[src/rtl/dmabc_pkg.sv]
package dmabc_pkg;

    localparam int STEP_W = 5;

    typedef enum logic [1:0] {
        SZ_BYTE = 2'd0,
        SZ_HALF = 2'd1,
        SZ_WORD = 2'd2,
        SZ_LINE = 2'd3
    } xfer_size_e;

    typedef struct packed {
        logic hit_zero;
        logic overrun;
        logic load_nz;
    } cnt_evt_t;

    function automatic logic [STEP_W-1:0] step_of(input xfer_size_e sz);
        case (sz)
            SZ_BYTE: step_of = 5'd1;
            SZ_HALF: step_of = 5'd2;
            SZ_WORD: step_of = 5'd4;
            default: step_of = 5'd16;
        endcase
    endfunction

endpackage

[src/rtl/bc_step_decode.sv]
module bc_step_decode
    import dmabc_pkg::*;
#(
    parameter int CNT_W = 24
) (
    input  logic [1:0]       size_code,
    output logic [CNT_W-1:0] step
);
    logic [STEP_W-1:0] raw;

    always_comb begin
        raw  = step_of(xfer_size_e'(size_code));
        step = CNT_W'(raw);
    end
endmodule

[src/rtl/bc_counter.sv]
module bc_counter
    import dmabc_pkg::*;
#(
    parameter int CNT_W    = 24,
    parameter int NARROW_W = 16
) (
    input  logic             clk,
    input  logic             rst,
    input  logic             wide,
    input  logic             dec_req,
    input  logic [CNT_W-1:0] step,
    input  logic             load,
    input  logic [CNT_W-1:0] load_val,
    output logic [CNT_W-1:0] cnt,
    output cnt_evt_t         evt
);
    localparam logic [CNT_W-1:0] NARROW_MASK = {{(CNT_W-NARROW_W){1'b0}}, {NARROW_W{1'b1}}};
    localparam logic [CNT_W-1:0] WIDE_MASK   = {CNT_W{1'b1}};

    logic [CNT_W-1:0] cnt_q, cnt_d, mask, cur, ld_m;
    logic             live, dec_ok;

    always_comb begin
        mask   = wide ? WIDE_MASK : NARROW_MASK;
        cur    = cnt_q & mask;
        ld_m   = load_val & mask;
        live   = (cur != '0);
        dec_ok = dec_req && !load && live;

        evt.hit_zero = dec_ok && (step == cur);
        evt.overrun  = dec_ok && (step > cur);
        evt.load_nz  = load && (ld_m != '0);

        if (load)
            cnt_d = ld_m;
        else if (evt.overrun)
            cnt_d = '0;
        else if (dec_ok)
            cnt_d = cur - step;
        else
            cnt_d = cur;
    end

    always_ff @(posedge clk) begin
        if (rst) cnt_q <= '0;
        else     cnt_q <= cnt_d;
    end

    assign cnt = cur;
endmodule

[src/rtl/bc_status.sv]
module bc_status
    import dmabc_pkg::*;
(
    input  logic     clk,
    input  logic     rst,
    input  cnt_evt_t evt,
    input  logic     clr,
    output logic     done,
    output logic     err_pulse
);
    always_ff @(posedge clk) begin
        if (rst) begin
            done      <= 1'b0;
            err_pulse <= 1'b0;
        end else begin
            err_pulse <= evt.overrun;
            if (evt.hit_zero || evt.overrun)
                done <= 1'b1;
            else if (evt.load_nz || clr)
                done <= 1'b0;
        end
    end
endmodule

[src/rtl/dma_bytecount.sv]
module dma_bytecount
    import dmabc_pkg::*;
#(
    parameter int CNT_W    = 24,
    parameter int NARROW_W = 16
) (
    input  logic             clk,
    input  logic             rst,
    input  logic             wide_mode,
    input  logic             addr_done,
    input  logic             addr_write,
    input  logic [1:0]       xfer_size,
    input  logic             load_en,
    input  logic [CNT_W-1:0] load_data,
    input  logic             done_clr,
    output logic [CNT_W-1:0] count,
    output logic             done,
    output logic             active,
    output logic             size_err
);
    logic [CNT_W-1:0] step;
    cnt_evt_t         evt;
    logic             dec_req;

    assign dec_req = addr_done && addr_write;

    bc_step_decode #(.CNT_W(CNT_W)) u_step (
        .size_code (xfer_size),
        .step      (step)
    );

    bc_counter #(.CNT_W(CNT_W), .NARROW_W(NARROW_W)) u_cnt (
        .clk      (clk),
        .rst      (rst),
        .wide     (wide_mode),
        .dec_req  (dec_req),
        .step     (step),
        .load     (load_en),
        .load_val (load_data),
        .cnt      (count),
        .evt      (evt)
    );

    bc_status u_stat (
        .clk       (clk),
        .rst       (rst),
        .evt       (evt),
        .clr       (done_clr),
        .done      (done),
        .err_pulse (size_err)
    );

    assign active = (count != '0);
endmodule

[config.mk]
export PLATFORM = sky130hd
export DESIGN_NAME = dma_bytecount
export DESIGN_NICKNAME = d
export VERILOG_FILES = /design/src/rtl/dmabc_pkg.sv /design/src/rtl/bc_step_decode.sv /design/src/rtl/bc_counter.sv /design/src/rtl/bc_status.sv /design/src/rtl/dma_bytecount.sv
export SDC_FILE = /design/constraint.sdc
export NUM_CORES = 1
export LEC_CHECK = 0
export BUFFER_PORTS_ARGS = -buffer_cell sky130_fd_sc_hd__buf_2
export CAP_MARGIN = 10
export CORE_MARGIN = 2
export CORE_UTILIZATION = 40
export CTS_CLUSTER_SIZE = 24
export DETAILED_ROUTE_END_ITERATION = 8
export SETUP_SLACK_MARGIN = 0.2
export SLEW_MARGIN = 30
export SYNTH_ARGS = -nofsm -noshare
export SYNTH_HDL_FRONTEND = slang
export SYNTH_SLANG_ARGS = --single-unit
export TNS_END_PERCENT = 50
[constraint.sdc]
create_clock -name clk -period 2.9 [get_ports clk]
set_input_delay 0.435 -clock clk [delete_from_list [all_inputs] [get_ports clk]]
set_output_delay 0.435 -clock clk [all_outputs]
set_load 0.05 [all_outputs]
# Yosys cells after proc, flatten, opt, wreduce, memory -nomap -nowiden
# Index checks and enable logic that the tools add are counted.
dict set report totals {
  register_bits 26
  in_bits 33
  output_inout_bits 27
  wordCells 30
}
dict set report classes {
  add_sub_neg 1
  magnitude_cmp 1
  n_eq_ne 3
  mux 7
  bitwise_logic 2
  n_reduce_logical 13
}
# operator n
set op_table {}
lappend op_table {{$mux W24} 4}
lappend op_table {{$and A24 B24 Y24} 2}
lappend op_table {{$reduce_bool A24 Y1} 2}
lappend op_table {{$eq A5 B24 Y1} 1}
lappend op_table {{$gt A5 B24 Y1} 1}
lappend op_table {{$sub A24 B5 Y24} 1}
lappend op_table {{$pmux W5 S3} 1}
lappend op_table {{$logic_and A1 B1 Y1} 6}
lappend op_table {{$eq A2 B1 Y1 const B} 1}
lappend op_table {{$eq A2 B2 Y1 const B} 1}
lappend op_table {{$logic_not A2 Y1} 1}
lappend op_table {{$logic_or A1 B1 Y1} 2}
lappend op_table {{$mux W1} 2}
lappend op_table {{$reduce_bool A2 Y1} 1}
lappend op_table {{$logic_not A1 Y1} 1}

# Logic depth before layout (Yosys ltp)
dict set report logic_depth {
  ltp_word 7
  depth_mapped 10
}

# Cells and area by module
# From an unflattened synthesis, not the netlist that was laid out.
dict set report unflattened {
  hier_cells 450
  hier_area_um2 3161.8
}
# mod n_inst cells_per_inst area_each_um2 seq_area_each_um2
set by_module_without_submodules {}
lappend by_module_without_submodules {bc_counter 1 410 2860.2 480.5}
lappend by_module_without_submodules {bc_step_decode 1 25 180.2 0.0}
lappend by_module_without_submodules {bc_status 1 6 63.8 40.0}
lappend by_module_without_submodules {dma_bytecount 1 9 57.6 0.0}

# Worst setup path after synthesis
# Ideal clock, no wire load.
dict set report synth_timing {
  path_kind {in2reg}
  startpoint {input port xfer_size[0]}
  endpoint {register u_cnt.cnt_q[8]}
  setup_time_ns 0.125
  arrival_time_ns 2.269
  required_time_ns 2.775
  path_slack_ns 0.506
  cell_stages 8
  n_path_buf 0
  path_cell_list {nand2b_1 > ha_1 > nor2b_1 > o21a_4 > or4_4 > or3b_1 > a32oi_1 > o31ai_1}
}
dict set report synth_between {
  elab_chain_cells 6
}
# element line_no
set synth_lines {}
lappend synth_lines {{start: declaration} dma_bytecount.sv:12} ;# input logic [1:0] xfer_size,
lappend synth_lines {{$eq A2 B2 Y1, or another cell as far along} dmabc_pkg.sv:19} ;# case (sz)
lappend synth_lines {{$pmux W5 S3 (*)} dmabc_pkg.sv:19}
lappend synth_lines {{$sub A24 B5 Y24 / $gt A5 B24 Y1 (equally long branches)} {bc_counter.sv:39, bc_counter.sv:31}}
lappend synth_lines {{$mux W24 / $logic_and A1 B1 Y1 (equally long branches)} {bc_counter.sv:38, bc_counter.sv:31}}
lappend synth_lines {{$mux W24 (*)} bc_counter.sv:36} ;# else if (evt.overrun)
lappend synth_lines {{$mux W24 (*)} bc_counter.sv:34} ;# if (load)
lappend synth_lines {{end signal: assignment} bc_counter.sv:46} ;# else cnt_q <= cnt_d;
lappend synth_lines {{end: declaration} bc_counter.sv:20} ;# logic [CNT_W-1:0] cnt_q, cnt_d, mask, cur, ld_m;
# Mark *: on every way between the ends. The rest lies on a longest branch, timed or not.
# A chain may end at the register's enable or synchronous reset.

# Worst setup path in the final report
dict set report layout_timing {
  startpoint {register u_cnt.cnt_q[0]}
  endpoint {register u_cnt.cnt_q[12]}
}
dict set report layout_between {
  elab_chain_cells 6
}
# element line_no
set layout_lines {}
lappend layout_lines {{$and A24 B24 Y24 (*)} bc_counter.sv:25} ;# cur = cnt_q & mask;
lappend layout_lines {{branches (longest 3 deep; another with $sub A24 B5 Y24)} n/a}
lappend layout_lines {{$mux W24 (*)} bc_counter.sv:36}
lappend layout_lines {{$mux W24 (*)} bc_counter.sv:34}
# Mark *: on every way between the ends.

==> metrics.csv <==
stage;metric;value;unit
detailed_routing;DRC;0;
clock_network;total CTS buffers;3;
synthesis;Syn Area/Cell;7.79;um^2
synthesis;Cell Area, Synth;1960;um^2
detailed_routing;Routed WL per cell;15.7;um
synthesis;Async SR Flop Fraction;0;
placed_design;GPL Wtd Cong;0.861;
clock_network;clk slew on worst S/H paths;100;ps
floorplanning;Die Ht;74.1;um
global_routing;Top Usage Layer GRT;met1;
floorplanning;num rows;25;
global_routing;Global Route Usage Sum;0.213;
detailed_routing;DR pass1 iterations;5;
hold_path;Hold Crit Class;in2reg;
synthesis;Post-Syn Instances;252;
placed_design;DPL Wire Length;4.45;mm
global_routing;met1 usage;0.318;
clock_network;# H-tree levels;1;
global_routing;vias in the first global route;1793;
worst_setup_path;largest fanout on the critical path;9;
status;status;completed;
global_routing;global route overflow;0;
clock_network;CTS Hold Bufs;0;
final_layout;Syn-to-layout area delta;16.7;%
worst_setup_path;r2r setup slk;420;ps
power_and_ir_drop;Max IR drop VDD;204;uV
sta;Setup TNS;0;ps
global_routing;pin count of the biggest net entering global routing;18;
clock_network;clk root buf;clkbuf_8;
sta;RSZ-0062 raised after global routing;false;
synthesis;Synth cell types;61;
synthesis;Yosys warning total;0;
sta;Max Slew Vio Count;0;
final_layout;share of layout cells above drive strength 1;0.289;
global_routing;met3 Track Usage GR;0.0230;
synthesis;post-synth top area cell;dfxtp_1;
sta;clk_skew;5.71;ps
synthesis;Main synth FF type;dfxtp_1;
global_routing;initial antenna violation count;0;
worst_setup_path;critical path type;reg2reg;
sta;Final setup viols;0;
synthesis;post-synthesis sequential element count;26;
floorplanning;initial core utilization;0.416;
global_routing;first-pass GRT wire length;8.91;mm
final_layout;Nets;333;
sta;Tcrit/Tclk final;0.856;
worst_setup_path;CP required;3130;ps
worst_setup_path;WP data arrival;2710;ps
clock_network;Post-CTS Setup Bufs;0;
detailed_routing;Routed Antenna Nets;0;
detailed_routing;Via Count;2034;
clock_network;clock sink count;26;
worst_setup_path;worst-case reg-to-reg path depth;10;
final_layout;final cell count without fillers;361;
synthesis;most area-consuming cells after synthesis;dfxtp_1 27%, buf_4 6.1%, nand2_1 5.7%;
sta;Hold Vio Cnt, Final;0;
placed_design;I/O Buffers;59;
worst_setup_path;startpoint types;flip-flop;
sta;Slew headroom;0.628;
hold_path;Worst Hold Launch;load_data[22];
global_routing;grt met2 use;0.313;
synthesis;share of the synthesized area in the top cell type;0.265;
detailed_routing;final WL;5.65;mm
clock_network;PostCTS Resize Cnt;0;
job;max cap viols;0;
worst_setup_path;r2r startpoint;u_cnt.cnt_q[0]$_SDFFE_PP0P_;
hold_path;Min-Delay Path Depth;3;
placed_design;Inst Count DP;357;
clock_network;worst skew pair latency;280;ps
sta;Max Freq;403;MHz
hold_path;worst-case hold path end point;u_cnt.cnt_q[22]$_SDFF_PP0_;
synthesis;Seq/Total Area, Yosys;0.265;
detailed_routing;Iter 0 DRT Violations;136;
clock_network;CTS tree;done;
power_and_ir_drop;PD cells;477;nW/um^2
worst_setup_path;Worst setup EP type;flip-flop;
worst_setup_path;RR Endpoint;u_cnt.cnt_q[12]$_SDFFE_PP0P_;
final_layout;antenna cell count;0;
synthesis;EDFF count, synth;0;
sta;Final Critical Period;2480;ps
clock_network;clock buffer depth;2;
floorplanning;core area;4720;um^2
power_and_ir_drop;total power after layout;1.09;mW
floorplanning;total die area;5480;um^2
power_and_ir_drop;Leakage;0.980;nW
synthesis;Syn Nets;290;
sta;Worst-Margin Slew;557;ps
floorplanning;Die Span X;74.1;um
detailed_routing;post-DR vias/cell;5.63;
floorplanning;I/O pins;60;
registers in the layout, indices dropped and copies added (netlist names):
name	flops
u_cnt.cnt_q	24
u_stat.err_pulse	1
u_stat.done	1
through the flow:
| stage | setup slack [ps] | hold WS (ps) | cell area [um^2] | util |
|---|---|---|---|---|
| final | 419 | 369 | 2290 | 0.485 |
| after global routing | 229 | 376 | 2290 | 0.485 |
| after CTS | 380 | 367 | 2290 | 0.485 |
| after detailed placement | 242 | 484 | 2220 | 0.469 |
| after global placement | 278 | 485 | 2220 | 0.469 |
| after floorplan | 506 | 457 | 1960 | - |
cell usage after synthesis (2+ instances only):
master and number:
nor3_1 5, nor4_1 9, o221ai_1 2, and4_1 2, and2_1 8, a21boi_0 2
o21a_1 2, buf_2 4, o41ai_1 3, nor2_1 15, nand2b_1 3, a21oi_1 8
buf_4 16, a32oi_1 4, nand2_1 30, or2_2 2, nand3b_1 2, dfxtp_1 26
xor2_1 6, a221o_1 2, or2_4 2, inv_1 8, nand4_1 8, o21ai_1 5
clkbuf_1 5, or3_1 5, nand3_1 7, o21ai_0 16, nor2b_1 6, xnor2_1 2
o31ai_1 4, ha_1 4
worst max-delay path, stage by stage (launching register included):
cell and delay [ps]:
dfxtp_1 400, inv_1 60, ha_1 220, fa_1 430, nor2b_2 200, o21ai_0 180, nand4_1 210, buf_4 190
nand2_1 120, o31ai_1 270, a22o_1 150
worst max path at each step:
stage | startpoint | end | slack (ps) | depth (start not counted)
3_3_place_gp | xfer_size[0] | u_cnt.cnt_q[8]$_SDFFE_PP0P_ | 280 | 9
2_1_floorplan | xfer_size[0] | u_cnt.cnt_q[8]$_SDFFE_PP0P_ | 510 | 8
3_5_place_dp | xfer_size[0] | u_cnt.cnt_q[8]$_SDFFE_PP0P_ | 240 | 9
5_1_grt | u_cnt.cnt_q[0]$_SDFFE_PP0P_ | u_cnt.cnt_q[13]$_SDFFE_PP0P_ | 230 | 10
6_report | u_cnt.cnt_q[0]$_SDFFE_PP0P_ | u_cnt.cnt_q[12]$_SDFFE_PP0P_ | 420 | 10
4_1_cts | u_cnt.cnt_q[0]$_SDFFE_PP0P_ | u_cnt.cnt_q[13]$_SDFFE_PP0P_ | 380 | 10
area by class of cell:
type | instances | area, um^2
Clock buffer | 3 | 41.3
Fill cell | 480 | 2430
Multi-Input combinational cell | 192 | 1250
Inverter | 8 | 30.0
Timing Repair Buffer | 64 | 333
Sequential cell | 26 | 520
Clock inverter | 1 | 30.0
Tap cell | 67 | 83.8
report_power, final:
| group | internal [mW] | leakage (nW) | switching, mW | total, mW |
|---|---|---|---|---|
| combinational | 0.132 | 0.731 | 0.250 | 0.383 |
| sequential | 0.378 | 0.214 | 0.0235 | 0.401 |
| clock | 0.185 | 0.0357 | 0.123 | 0.308 |
metal layers:
| layer | share of wire | vias up |
|---|---|---|
| met5 | 0 | - |
| met4 | 0.015 | 0 |
| met3 | 0.071 | 9 |
| met2 | 0.44 | 94 |
| met1 | 0.47 | 933 |
| li1 | - | 998 |
cells in the final DEF (no fill, tap or decap), drive strengths merged, types with 8 or more instances in the layout:
cell type	instances
inv	8
nand4	8
nand2	30
and2	9
buf	64
o21ai	22
a21oi	8
nor4	10
nor2	15
dfxtp	26
nand3	8
logic make-up (layout without fill, tap and decap cells):
logic type	count (synthesis)	in the layout	share of synthesized area
simple gates	115	115	0.334
compound gates	64	64	0.231
buf+inv	34	76	0.0982
flops	26	26	0.265
xor+xnor	8	8	0.0357
fa+ha+maj	5	5	0.0357
Note: power is estimated with default switching activity, not from simulation.
